## config.mk

```make
export PLATFORM = sky130hd
export DESIGN_NAME = adc_xfer_seq
export DESIGN_NICKNAME = d
export VERILOG_FILES = /design/src/rtl/adc_seq_pkg.sv /design/src/rtl/adc_seq_timer.sv /design/src/rtl/adc_seq_shift.sv /design/src/rtl/adc_seq_wdog.sv /design/src/rtl/adc_xfer_seq.sv
export SDC_FILE = /design/constraint.sdc
export NUM_CORES = 1
export LEC_CHECK = 0
export BUFFER_PORTS_ARGS = -buffer_cell sky130_fd_sc_hd__buf_4
export CAP_MARGIN = 10
export CORE_MARGIN = 8
export CORE_UTILIZATION = 40
export CTS_CLUSTER_SIZE = 25
export DETAILED_ROUTE_END_ITERATION = 10
export SLEW_MARGIN = 10
export SYNTH_ARGS = -nofsm -noshare
export SYNTH_HDL_FRONTEND = slang
export SYNTH_SLANG_ARGS = --single-unit
```

## constraint.sdc

```tcl
create_clock -name clk -period 6.31 [get_ports clk]
set_input_delay 0.3155 -clock clk [delete_from_list [all_inputs] [get_ports clk]]
set_output_delay 0.3155 -clock clk [all_outputs]
set_load 0.01 [all_outputs]
```

## src/rtl/adc_seq_pkg.sv

```systemverilog
package adc_seq_pkg;

  localparam int FRAME_BITS = 24;
  localparam int BYTE_BITS  = 8;

  typedef enum logic [2:0] {
    S_IDLE,
    S_LOW,
    S_HIGH,
    S_GAP,
    S_TAIL
  } seq_state_t;

  // Control byte: start, channel, unipolar, single-ended, two external-clock ones
  function automatic logic [7:0] build_ctrl(logic [2:0] ch, logic uni, logic sgl);
    return {1'b1, ch, uni, sgl, 2'b11};
  endfunction

  // Result straddles the second and third reply bytes
  function automatic logic [7:0] realign(logic [7:0] rb2, logic [7:0] rb3);
    return {rb2[5:0], rb3[7:6]};
  endfunction

endpackage

```

## src/rtl/adc_seq_timer.sv

```systemverilog
module adc_seq_timer #(
  parameter int TW = 11
) (
  input  logic          clk,
  input  logic          rst_n,
  input  logic          load_i,
  input  logic [TW-1:0] len_i,
  output logic          zero_o
);

  logic [TW-1:0] cnt_q;

  always_ff @(posedge clk or negedge rst_n) begin
    if (!rst_n) begin
      cnt_q <= '0;
    end else if (load_i) begin
      cnt_q <= len_i - TW'(1);
    end else if (cnt_q != '0) begin
      cnt_q <= cnt_q - TW'(1);
    end
  end

  assign zero_o = (cnt_q == '0);

endmodule

```

## src/rtl/adc_seq_shift.sv

```systemverilog
module adc_seq_shift #(
  parameter int N = 24
) (
  input  logic         clk,
  input  logic         rst_n,
  input  logic         load_i,
  input  logic [N-1:0] load_val_i,
  input  logic         tx_shift_i,
  input  logic         rx_shift_i,
  input  logic         miso_i,
  output logic         mosi_o,
  output logic [N-1:0] rx_o
);

  logic [N-1:0] tx_q;
  logic [N-1:0] rx_q;

  always_ff @(posedge clk or negedge rst_n) begin
    if (!rst_n) begin
      tx_q <= '0;
      rx_q <= '0;
    end else begin
      if (load_i) begin
        tx_q <= load_val_i;
        rx_q <= '0;
      end else begin
        if (tx_shift_i) tx_q <= {tx_q[N-2:0], 1'b0};
        if (rx_shift_i) rx_q <= {rx_q[N-2:0], miso_i};
      end
    end
  end

  assign mosi_o = tx_q[N-1];
  assign rx_o   = rx_q;

endmodule

```

## src/rtl/adc_seq_wdog.sv

```systemverilog
module adc_seq_wdog #(
  parameter int BUDGET_CYC = 100000
) (
  input  logic clk,
  input  logic rst_n,
  input  logic clr_i,
  input  logic en_i,
  output logic over_o
);

  localparam int CW = $clog2(BUDGET_CYC + 2);
  localparam logic [CW-1:0] SAT = CW'(BUDGET_CYC + 1);

  logic [CW-1:0] cnt_q;

  always_ff @(posedge clk or negedge rst_n) begin
    if (!rst_n) begin
      cnt_q <= '0;
    end else if (clr_i) begin
      cnt_q <= '0;
    end else if (en_i && cnt_q != SAT) begin
      cnt_q <= cnt_q + CW'(1);
    end
  end

  assign over_o = (cnt_q > CW'(BUDGET_CYC));

endmodule

```

## src/rtl/adc_xfer_seq.sv

```systemverilog
module adc_xfer_seq
  import adc_seq_pkg::*;
#(
  parameter int DIV_W      = 10,
  parameter int GAP_W      = 8,
  parameter int BUDGET_CYC = 100000
) (
  input  logic             clk,
  input  logic             rst_n,
  input  logic             start_i,
  input  logic [2:0]       chan_i,
  input  logic             unipolar_i,
  input  logic             single_i,
  input  logic [DIV_W-1:0] div_i,
  input  logic [GAP_W-1:0] gap_i,
  input  logic             miso_i,
  output logic             busy_o,
  output logic             done_o,
  output logic [7:0]       result_o,
  output logic             err_o,
  output logic             cs_n_o,
  output logic             sclk_o,
  output logic             mosi_o
);

  localparam int TW = (DIV_W + 1 > GAP_W) ? DIV_W + 1 : GAP_W;
  localparam int BW = $clog2(FRAME_BITS);
  localparam logic [BW-1:0] LAST_BIT = BW'(FRAME_BITS - 1);

  seq_state_t       st_q;
  logic [BW-1:0]    bit_q;
  logic [TW-1:0]    half_q;
  logic [GAP_W-1:0] gap_q;
  logic             cs_n_q, sclk_q, done_q, err_q;
  logic [7:0]       res_q;

  // Named internal events
  logic accept, rise_ev, fall_ev, byte_end, last_fall, gap_end, finish, gap_sel;
  logic t_zero, t_load;
  logic [TW-1:0] t_len;
  logic [FRAME_BITS-1:0] rx_w;
  logic wd_over;

  assign accept    = (st_q == S_IDLE) && start_i;
  assign rise_ev   = (st_q == S_LOW)  && t_zero;
  assign fall_ev   = (st_q == S_HIGH) && t_zero;
  assign last_fall = fall_ev && (bit_q == LAST_BIT);
  assign byte_end  = fall_ev && (bit_q[2:0] == 3'd7) && !last_fall;
  assign gap_sel   = byte_end && (gap_q != '0);
  assign gap_end   = (st_q == S_GAP)  && t_zero;
  assign finish    = (st_q == S_TAIL) && t_zero;

  always_comb begin
    t_load = accept || rise_ev || fall_ev || gap_end;
    t_len  = half_q;
    if (accept)       t_len = TW'(div_i) + TW'(1);
    else if (gap_sel) t_len = TW'(gap_q);
  end

  adc_seq_timer #(.TW(TW)) u_timer (
    .clk    (clk),
    .rst_n  (rst_n),
    .load_i (t_load),
    .len_i  (t_len),
    .zero_o (t_zero)
  );

  adc_seq_shift #(.N(FRAME_BITS)) u_shift (
    .clk        (clk),
    .rst_n      (rst_n),
    .load_i     (accept),
    .load_val_i ({build_ctrl(chan_i, unipolar_i, single_i), 16'h0000}),
    .tx_shift_i (fall_ev && !last_fall),
    .rx_shift_i (rise_ev),
    .miso_i     (miso_i),
    .mosi_o     (mosi_o),
    .rx_o       (rx_w)
  );

  adc_seq_wdog #(.BUDGET_CYC(BUDGET_CYC)) u_wdog (
    .clk    (clk),
    .rst_n  (rst_n),
    .clr_i  (accept),
    .en_i   (busy_o),
    .over_o (wd_over)
  );

  always_ff @(posedge clk or negedge rst_n) begin
    if (!rst_n) begin
      st_q   <= S_IDLE;
      bit_q  <= '0;
      half_q <= TW'(1);
      gap_q  <= '0;
      cs_n_q <= 1'b1;
      sclk_q <= 1'b0;
      done_q <= 1'b0;
      err_q  <= 1'b0;
      res_q  <= '0;
    end else begin
      done_q <= 1'b0;
      unique case (st_q)
        S_IDLE: if (accept) begin
          st_q   <= S_LOW;
          bit_q  <= '0;
          half_q <= TW'(div_i) + TW'(1);
          gap_q  <= gap_i;
          cs_n_q <= 1'b0;
        end
        S_LOW: if (rise_ev) begin
          st_q   <= S_HIGH;
          sclk_q <= 1'b1;
        end
        S_HIGH: if (fall_ev) begin
          sclk_q <= 1'b0;
          if (last_fall) begin
            st_q <= S_TAIL;
          end else begin
            bit_q <= bit_q + BW'(1);
            st_q  <= gap_sel ? S_GAP : S_LOW;
          end
        end
        S_GAP: if (gap_end) st_q <= S_LOW;
        S_TAIL: if (finish) begin
          st_q   <= S_IDLE;
          cs_n_q <= 1'b1;
          done_q <= 1'b1;
          err_q  <= wd_over;
          res_q  <= realign(rx_w[15:8], rx_w[7:0]);
        end
        default: st_q <= S_IDLE;
      endcase
    end
  end

  assign busy_o   = (st_q != S_IDLE);
  assign done_o   = done_q;
  assign result_o = res_q;
  assign err_o    = err_q;
  assign cs_n_o   = cs_n_q;
  assign sclk_o   = sclk_q;

endmodule

```

==> metrics, run 1 <==
outcome=completed; Final ANT Viol Nets=0; net count reported at finish=540; clk_lat worst skew=330 ps; CP endpoint kind=register; via density per instance=5.347; H-tree Lvls=3; number of I/O pins=41; crit path launch type=register; maximum buffer depth of the clock tree=2; Cell Chain, Critical Path=nor4b_4 > buf_4 > o21ai_0 > o31ai_1 > a31o_1 > o211ai_2 > nor3_1 > mux2_1; Final Cycle Share=57.55%; P&R area growth vs syn=15.86%; Post-Syn Nets=509; CP max stage delay=990 ps; PwrDens=397.7 nW/um^2; largest net degree at the start of global routing=51; Adder-Cell Fraction of Synth Area=1.924%; fmax=275.4 MHz; Setup-failing EPs final=0; Initial Utilization=40.38%; Top delay family on crit path=simple AND/OR/NAND/NOR gates; Total Neg Setup Slack=0 ps; Least-Margin Pin Slew=1106 ps; CTS tree=yes; xor/xnor share of the synthesized area=4.618%; final clock skew=4.751 ps; fill count=1072; post-DR wirelength/cell=15.52 um; #FFs+latches synth=89; via count=3497; sequential element share of the synthesized area=48.98%; Max Slew Vio Count=0; ys flop type=dfrtp_1; initial antenna violation count=0; synthesized area=4552 um^2; Hold Vio Cnt, Final=0; Global Route Usage Sum=14.12%; dpl hpwl=7095 um; first-pass GRT wire length=16910 um; Die ar.=15050 um^2; storage element area=2230 um^2; Slew Limit Headroom=25.99%; RSZ-0062 raised after global routing=false; Die Height=122.7 um; TritonCTS Buffers=9; share of cells above drive strength 1=17.22%; area of the multi-input gates=2193 um^2; Async S/R FF share, synth=100.0%; largest family of logic cells by synthesized area=simple AND/OR/NAND/NOR gates; Hold WC Path Type=in -> reg; clk slew on worst S/H paths=60 ps; Arr. time, crit path=3850 ps; final core utilization=46.79%; Simple-Gate Fraction of Synth Area=24.77%; Port Buffer Count=40; postcts setup bufs=0; Ant. Diodes=0; post-synthesis mux area share=4.865%; total power=2.097 mW; Mapped Cells=475; critical path class=reg -> reg; Sink Count=89; Peak VDD IR=0.0001910 V; critical path peak fanout=45; count of cell types in the netlist=64; width of the die=122.7 um; Remaining DRCs=0; number of gates resized after cts=0; FP Rows=39; initial DRC count=242; total gr overflow=0; routed wire length=10150 um; Static Leakage=2.316 nW; syn_area_per_cell=9.583 um^2; GPL Wtd Cong=0.8385; slowest CP cell=nor4b_4; post-synthesis compound-gate area fraction=12.01%; YS warnings=0; vias in the first global route=3389; core area=11270 um^2; Buf/Inv on CP=1; CP required=6530 ps; min Tclk post-route=3632 ps; Initial DRT Pass Iterations=5; Max-cap violations=0; Root Buffer=clkbuf_16; number of synthesized flops with an enable pin=0
-- through the flow --
step           hold WS [ps]  worst slack, ps  cell area, um^2  cells
2_1_floorplan         19.91             3662             4552    475
3_3_place_gp          341.7             2818             4947    637
3_5_place_dp          341.5             2683             4947    637
4_1_cts               159.7             2655             5274    654
5_1_grt               171.4             2382             5274    654
6_report              171.9             2678             5274    654
-- what timing repair did --
action	in CTS	in global routing
endpoints found under the setup margin	0	0
hold endpoints to repair	39	0
hold buffers	1	0
-- logic make-up (layout without fill, tap and decap cells) --
kind of cell / after synthesis / after routing
AND/OR/NAND/NOR: 224 / 224
flip-flops: 89 / 89
AO/OA/AOI/OAI: 80 / 80
buffers and inverters: 30 / 66
XOR/XNOR: 24 / 24
multiplexers: 21 / 21
adder cells (fa/ha/maj): 7 / 7
-- metal layers --
| metal | vias to the layer above | track usage, % | part of all wire (%) |
|---|---|---|---|
| met5 | - | 0 | 0 |
| met4 | 0 | 4.189 | 0.98 |
| met3 | 10 | 3.450 | 4.6 |
| met2 | 70 | 22.63 | 47 |
| met1 | 1688 | 18.51 | 48 |
| li1 | 1729 | - | - |
-- where the power goes --
part | internal, mW | switching, mW | leakage, nW
clock network | 0.341 | 0.217 | 0.152
registers | 0.785 | 0.194 | 1.05
logic | 0.259 | 0.302 | 1.11
-- worst min-delay path, delay by kind of cell --
kind                   cells  cell delay [ps]
buffers and inverters      1               70
and+or+nand+nor            2               80
-- cell type report --
cell class | count | share of cell area [%]
Tap cell | 143 | 3.393
Clock buffer | 13 | 5.125
Sequential cell | 89 | 42.28
Clock inverter | 3 | 0.8778
Timing Repair Buffer | 44 | 6.311
Inverter | 6 | 0.4270
Multi-Input combinational cell | 356 | 41.59
-- flip-flops by register name (all words and copies together), names as in the netlist --
register / count
sclk_o: 1
gap_q: 8
u_shift.rx_o: 14
cs_n_o: 1
result_o: 8
u_wdog.cnt_q: 17
bit_q: 5
half_q: 11
u_timer.cnt_q: 11
err_o: 1
st_q: 3
done_o: 1
u_shift.tx_q: 8
-- cell usage in the layout, fill, tap and decap left out, types with 3 or more instances in the layout --
cell        n
and4_1      3
a21o_1      3
nor4_1      4
a31o_1      3
or2_2       3
and2_1      3
nand2_1    88
o21a_1      5
xnor2_1     9
xor2_1     15
and3_1      4
buf_4      43
mux2_2      8
mux2i_1    12
nor3_1      9
clkbuf_16   9
ha_1        7
dfrtp_1    87
o31ai_1     8
o21ai_0    21
inv_1       6
nor2_1     49
nor4_2      3
nand4_1     9
clkbuf_8    3
a21oi_1    18
or3_1       5
nand3_1    29
-- final timing paths --
kind | from | cells past startpoint | endpoint | slack, ps
max in group asynchronous | rst_n | 3 | u_timer.cnt_q[2] | 4770
min | gap_i[5] | 3 | gap_q[5] | 170
min in group asynchronous | rst_n | 2 | u_wdog.cnt_q[8] | 500
max | st_q[1] | 8 | u_timer.cnt_q[8] | 2680
min reg2reg | cs_n_o | 2 | cs_n_o | 460
max reg2reg | st_q[1] | 8 | u_timer.cnt_q[8] | 2680
-- Yosys cell counts (2+ instances only) --
cell | n | area, um^2
o31a_1 | 2 | 17.52
o21ai_1 | 2 | 10.01
a21o_1 | 3 | 22.52
clkbuf_1 | 14 | 52.55
a22o_1 | 2 | 17.52
or3_1 | 5 | 31.28
dfstp_2 | 2 | 52.55
nor4_1 | 4 | 25.02
mux2_2 | 8 | 90.09
xor2_1 | 15 | 131.4
o21a_1 | 5 | 37.54
inv_1 | 6 | 22.52
and3_1 | 4 | 25.02
ha_1 | 7 | 87.58
nor3_1 | 9 | 45.04
dfrtp_1 | 87 | 2177
a221o_1 | 2 | 20.02
buf_2 | 5 | 25.02
a21oi_1 | 18 | 90.09
o21ai_0 | 21 | 105.1
nor4_2 | 3 | 37.54
and4_1 | 3 | 26.28
nand4_1 | 9 | 56.30
and2_1 | 3 | 18.77
a31o_1 | 3 | 26.28
nand2_1 | 88 | 330.3
buf_1 | 4 | 15.01
xnor2_1 | 9 | 78.83
nand3_1 | 29 | 145.1
o31ai_1 | 8 | 60.06
nor2_1 | 49 | 183.9
or2_2 | 3 | 18.77
mux2i_1 | 12 | 120.1
Note: power is estimated with default switching activity, not from simulation.
==> run 2: changes to the inputs <==
==> constraint.sdc (replaced) <==
create_clock -name clk -period 3.5 [get_ports clk]
set_input_delay 0.175 -clock clk [delete_from_list [all_inputs] [get_ports clk]]
set_output_delay 0.175 -clock clk [all_outputs]
set_load 0.01 [all_outputs]
==> run 2 against run 1 <==
Register-to-register slack worse by 2100 ps. Non-clock buffer count up 5. Clock skew up 2.2 ps. First-iteration DRC count up 15%. Cell count up 0.76%. Via count down 0.23%. Core utilization up 0.43 points. Clock power up 88%. Fmax up 23%. Largest cell class unchanged. Largest power group unchanged.
==> metrics, run 2 (synthesis gave the netlist of run 1 again) <==
outcome=completed; RSZ-0062 raised after global routing=false; core area=11270 um^2 (unchanged); CTS tree=yes; final clock skew=6.973 ps (+2.222 ps); total gr overflow=0 (unchanged); Port Buffer Count=40 (unchanged); Root Buffer=clkbuf_16; storage element area=2230 um^2 (unchanged); Hold Vio Cnt, Final=0 (unchanged); number of gates resized after cts=0 (unchanged); largest net degree at the start of global routing=67 (+31%); hold endpoint=gap_q[7]; worst r2r dst=u_timer.cnt_q[8]; Remaining DRCs=0 (unchanged); via count=3489 (-0.23%); Reg with most FFs=u_wdog.cnt_q; clk slew on worst S/H paths=60 ps (about the same); fmax=338.0 MHz (+23%); critical path class=reg -> reg; Global Route Usage Sum=14.42% (+0.30 points); Setup-failing EPs final=0 (unchanged); min Tclk post-route=2959 ps (-673.0 ps); PwrDens=718.2 nW/um^2 (+81%); final hold slack=28.55 ps (-143.3 ps); vias in the first global route=3446 (+1.7%); Least-Margin Pin Slew=889.9 ps (-216.2 ps); CP endpoint kind=register; placed cell area=4985 um^2 (+0.76%); Initial Utilization=40.38% (unchanged); initial antenna violation count=0 (unchanged); Hold WC Path Type=in -> reg; number of I/O pins=41 (unchanged); via density per instance=5.294 (-0.99%); RR Startpoint=gap_q[4]; Slew Limit Headroom=40.45% (+14 points); worst reg2reg path depth=9 (+1); routed wire length=10180 um (+0.30%); Final ANT Viol Nets=0 (unchanged); Ant. Diodes=0 (unchanged); Final Cycle Share=84.53% (+27 points); maximum buffer depth of the clock tree=2 (unchanged); commonest non-fill, non-tap cell in the layout=nand2_1; Die ar.=15050 um^2 (unchanged); H-tree Lvls=3 (unchanged); FP Rows=39 (unchanged); most frequent cells in the layout=nand2_1, dfrtp_1, nor2_1, buf_4, nand3_1; fill count=1098 (+2.4%); hold path cells=3 (unchanged); Worst Hold Launch=gap_i[7]; critical path peak fanout=8 (-82%); Sink Count=89 (unchanged); total power=3.823 mW (+82%); first-pass GRT wire length=17330 um (+2.5%); Static Leakage=2.343 nW (+1.2%); Total Neg Setup Slack=0 ps (unchanged); Largest register FFs=17 (unchanged); dpl hpwl=7324 um (+3.2%); Max-cap violations=0 (unchanged); Initial DRT Pass Iterations=4 (-1); CP required=3720 ps (-2810 ps); share of cells above drive strength 1=18.22% (+1.0 points); crit path launch type=register; TritonCTS Buffers=9 (unchanged); area of the multi-input gates=2193 um^2 (unchanged); Die Height=122.7 um (unchanged); reg2reg setup slack=540 ps (-2140 ps); clk_lat worst skew=340 ps (about the same); Arr. time, crit path=3170 ps (-680 ps); initial DRC count=278 (+15%); width of the die=122.7 um (unchanged); Final Cell Area=5323 um^2 (+0.93%); Max Slew Vio Count=0 (unchanged); Peak VDD IR=0.0002795 V (+46%); net count reported at finish=545 (+0.93%); GPL Wtd Cong=0.8356 (-0.35%); post-DR wirelength/cell=15.45 um (-0.47%); final std cells w/o fill=659 (+0.76%); P&R area growth vs syn=16.93%; placed cells=642 (+0.78%)
run 2: cell count changes in the layout (fill, tap and decap cells not counted), sizes merged:
cell / previous run / this run
buf: 43 / 48
bufinv: 1 / 2
clkbuf: 13 / 10
clkinv: 0 / 1
clkinvlp: 1 / 2
run 2: timing repair:
action | 4_1_cts | 5_1_grt
hold buffers | 1 | 0
setup buffers | 0 | 0
hold endpoints to repair | 46 | 0
run 2: cell type report:
type                            count  share of cell area (%)
Clock buffer                       10                   4.490
Clock inverter                      6                   1.669
Inverter                            6                  0.4231
Multi-Input combinational cell    356                   41.21
Sequential cell                    89                   41.89
Tap cell                          143                   3.362
Timing Repair Buffer               49                   6.958
run 2: per-stage QoR:
stage / setup WS (ps) / utilization, %
after global placement: 661.5 / 44.22
after CTS: 555.5 / 47.22
after floorplan: 852.3 / -
after detailed placement: 567.9 / 44.22
after global routing: 396.3 / 47.22
final: 541.5 / 47.22
run 2: how the worst max path moves through the flow:
stage              from                to  slack, ps  depth (start not counted)
5_1_grt         st_q[0]  u_timer.cnt_q[8]        400                          9
2_1_floorplan  gap_q[4]  u_timer.cnt_q[8]        850                         10
3_5_place_dp   gap_q[4]  u_timer.cnt_q[8]        570                          9
3_3_place_gp   gap_q[4]  u_timer.cnt_q[8]        660                          9
6_report       gap_q[4]  u_timer.cnt_q[8]        540                          9
4_1_cts        gap_q[4]  u_timer.cnt_q[8]        560                          9
run 2: worst max-delay path: stages (launching register included):
cell	delay (ps)
dfrtp_1	400
or4_1	640
nor2_8	200
or3_1	290
mux2i_1	310
o21a_1	160
ha_1	180
nand2_1	130
nor3_1	190
mux2_1	340
run 2: routing by layer:
| metal | vias to the layer above | wire length (um) | GRT usage (%) |
|---|---|---|---|
| met4 | 0 | 157 | 5.484 |
| li1 | 1735 | - | - |
| met3 | 12 | 322 | 2.484 |
| met1 | 1688 | 4984 | 19.56 |
| met2 | 54 | 4714 | 22.56 |
| met5 | - | 0 | 0 |
run 2: where the power goes:
part	internal (mW)	total, mW	switching [mW]
logic	0.469	1.00	0.536
clock network	0.646	1.05	0.408
registers	1.41	1.76	0.349
total	2.53	3.82	1.29
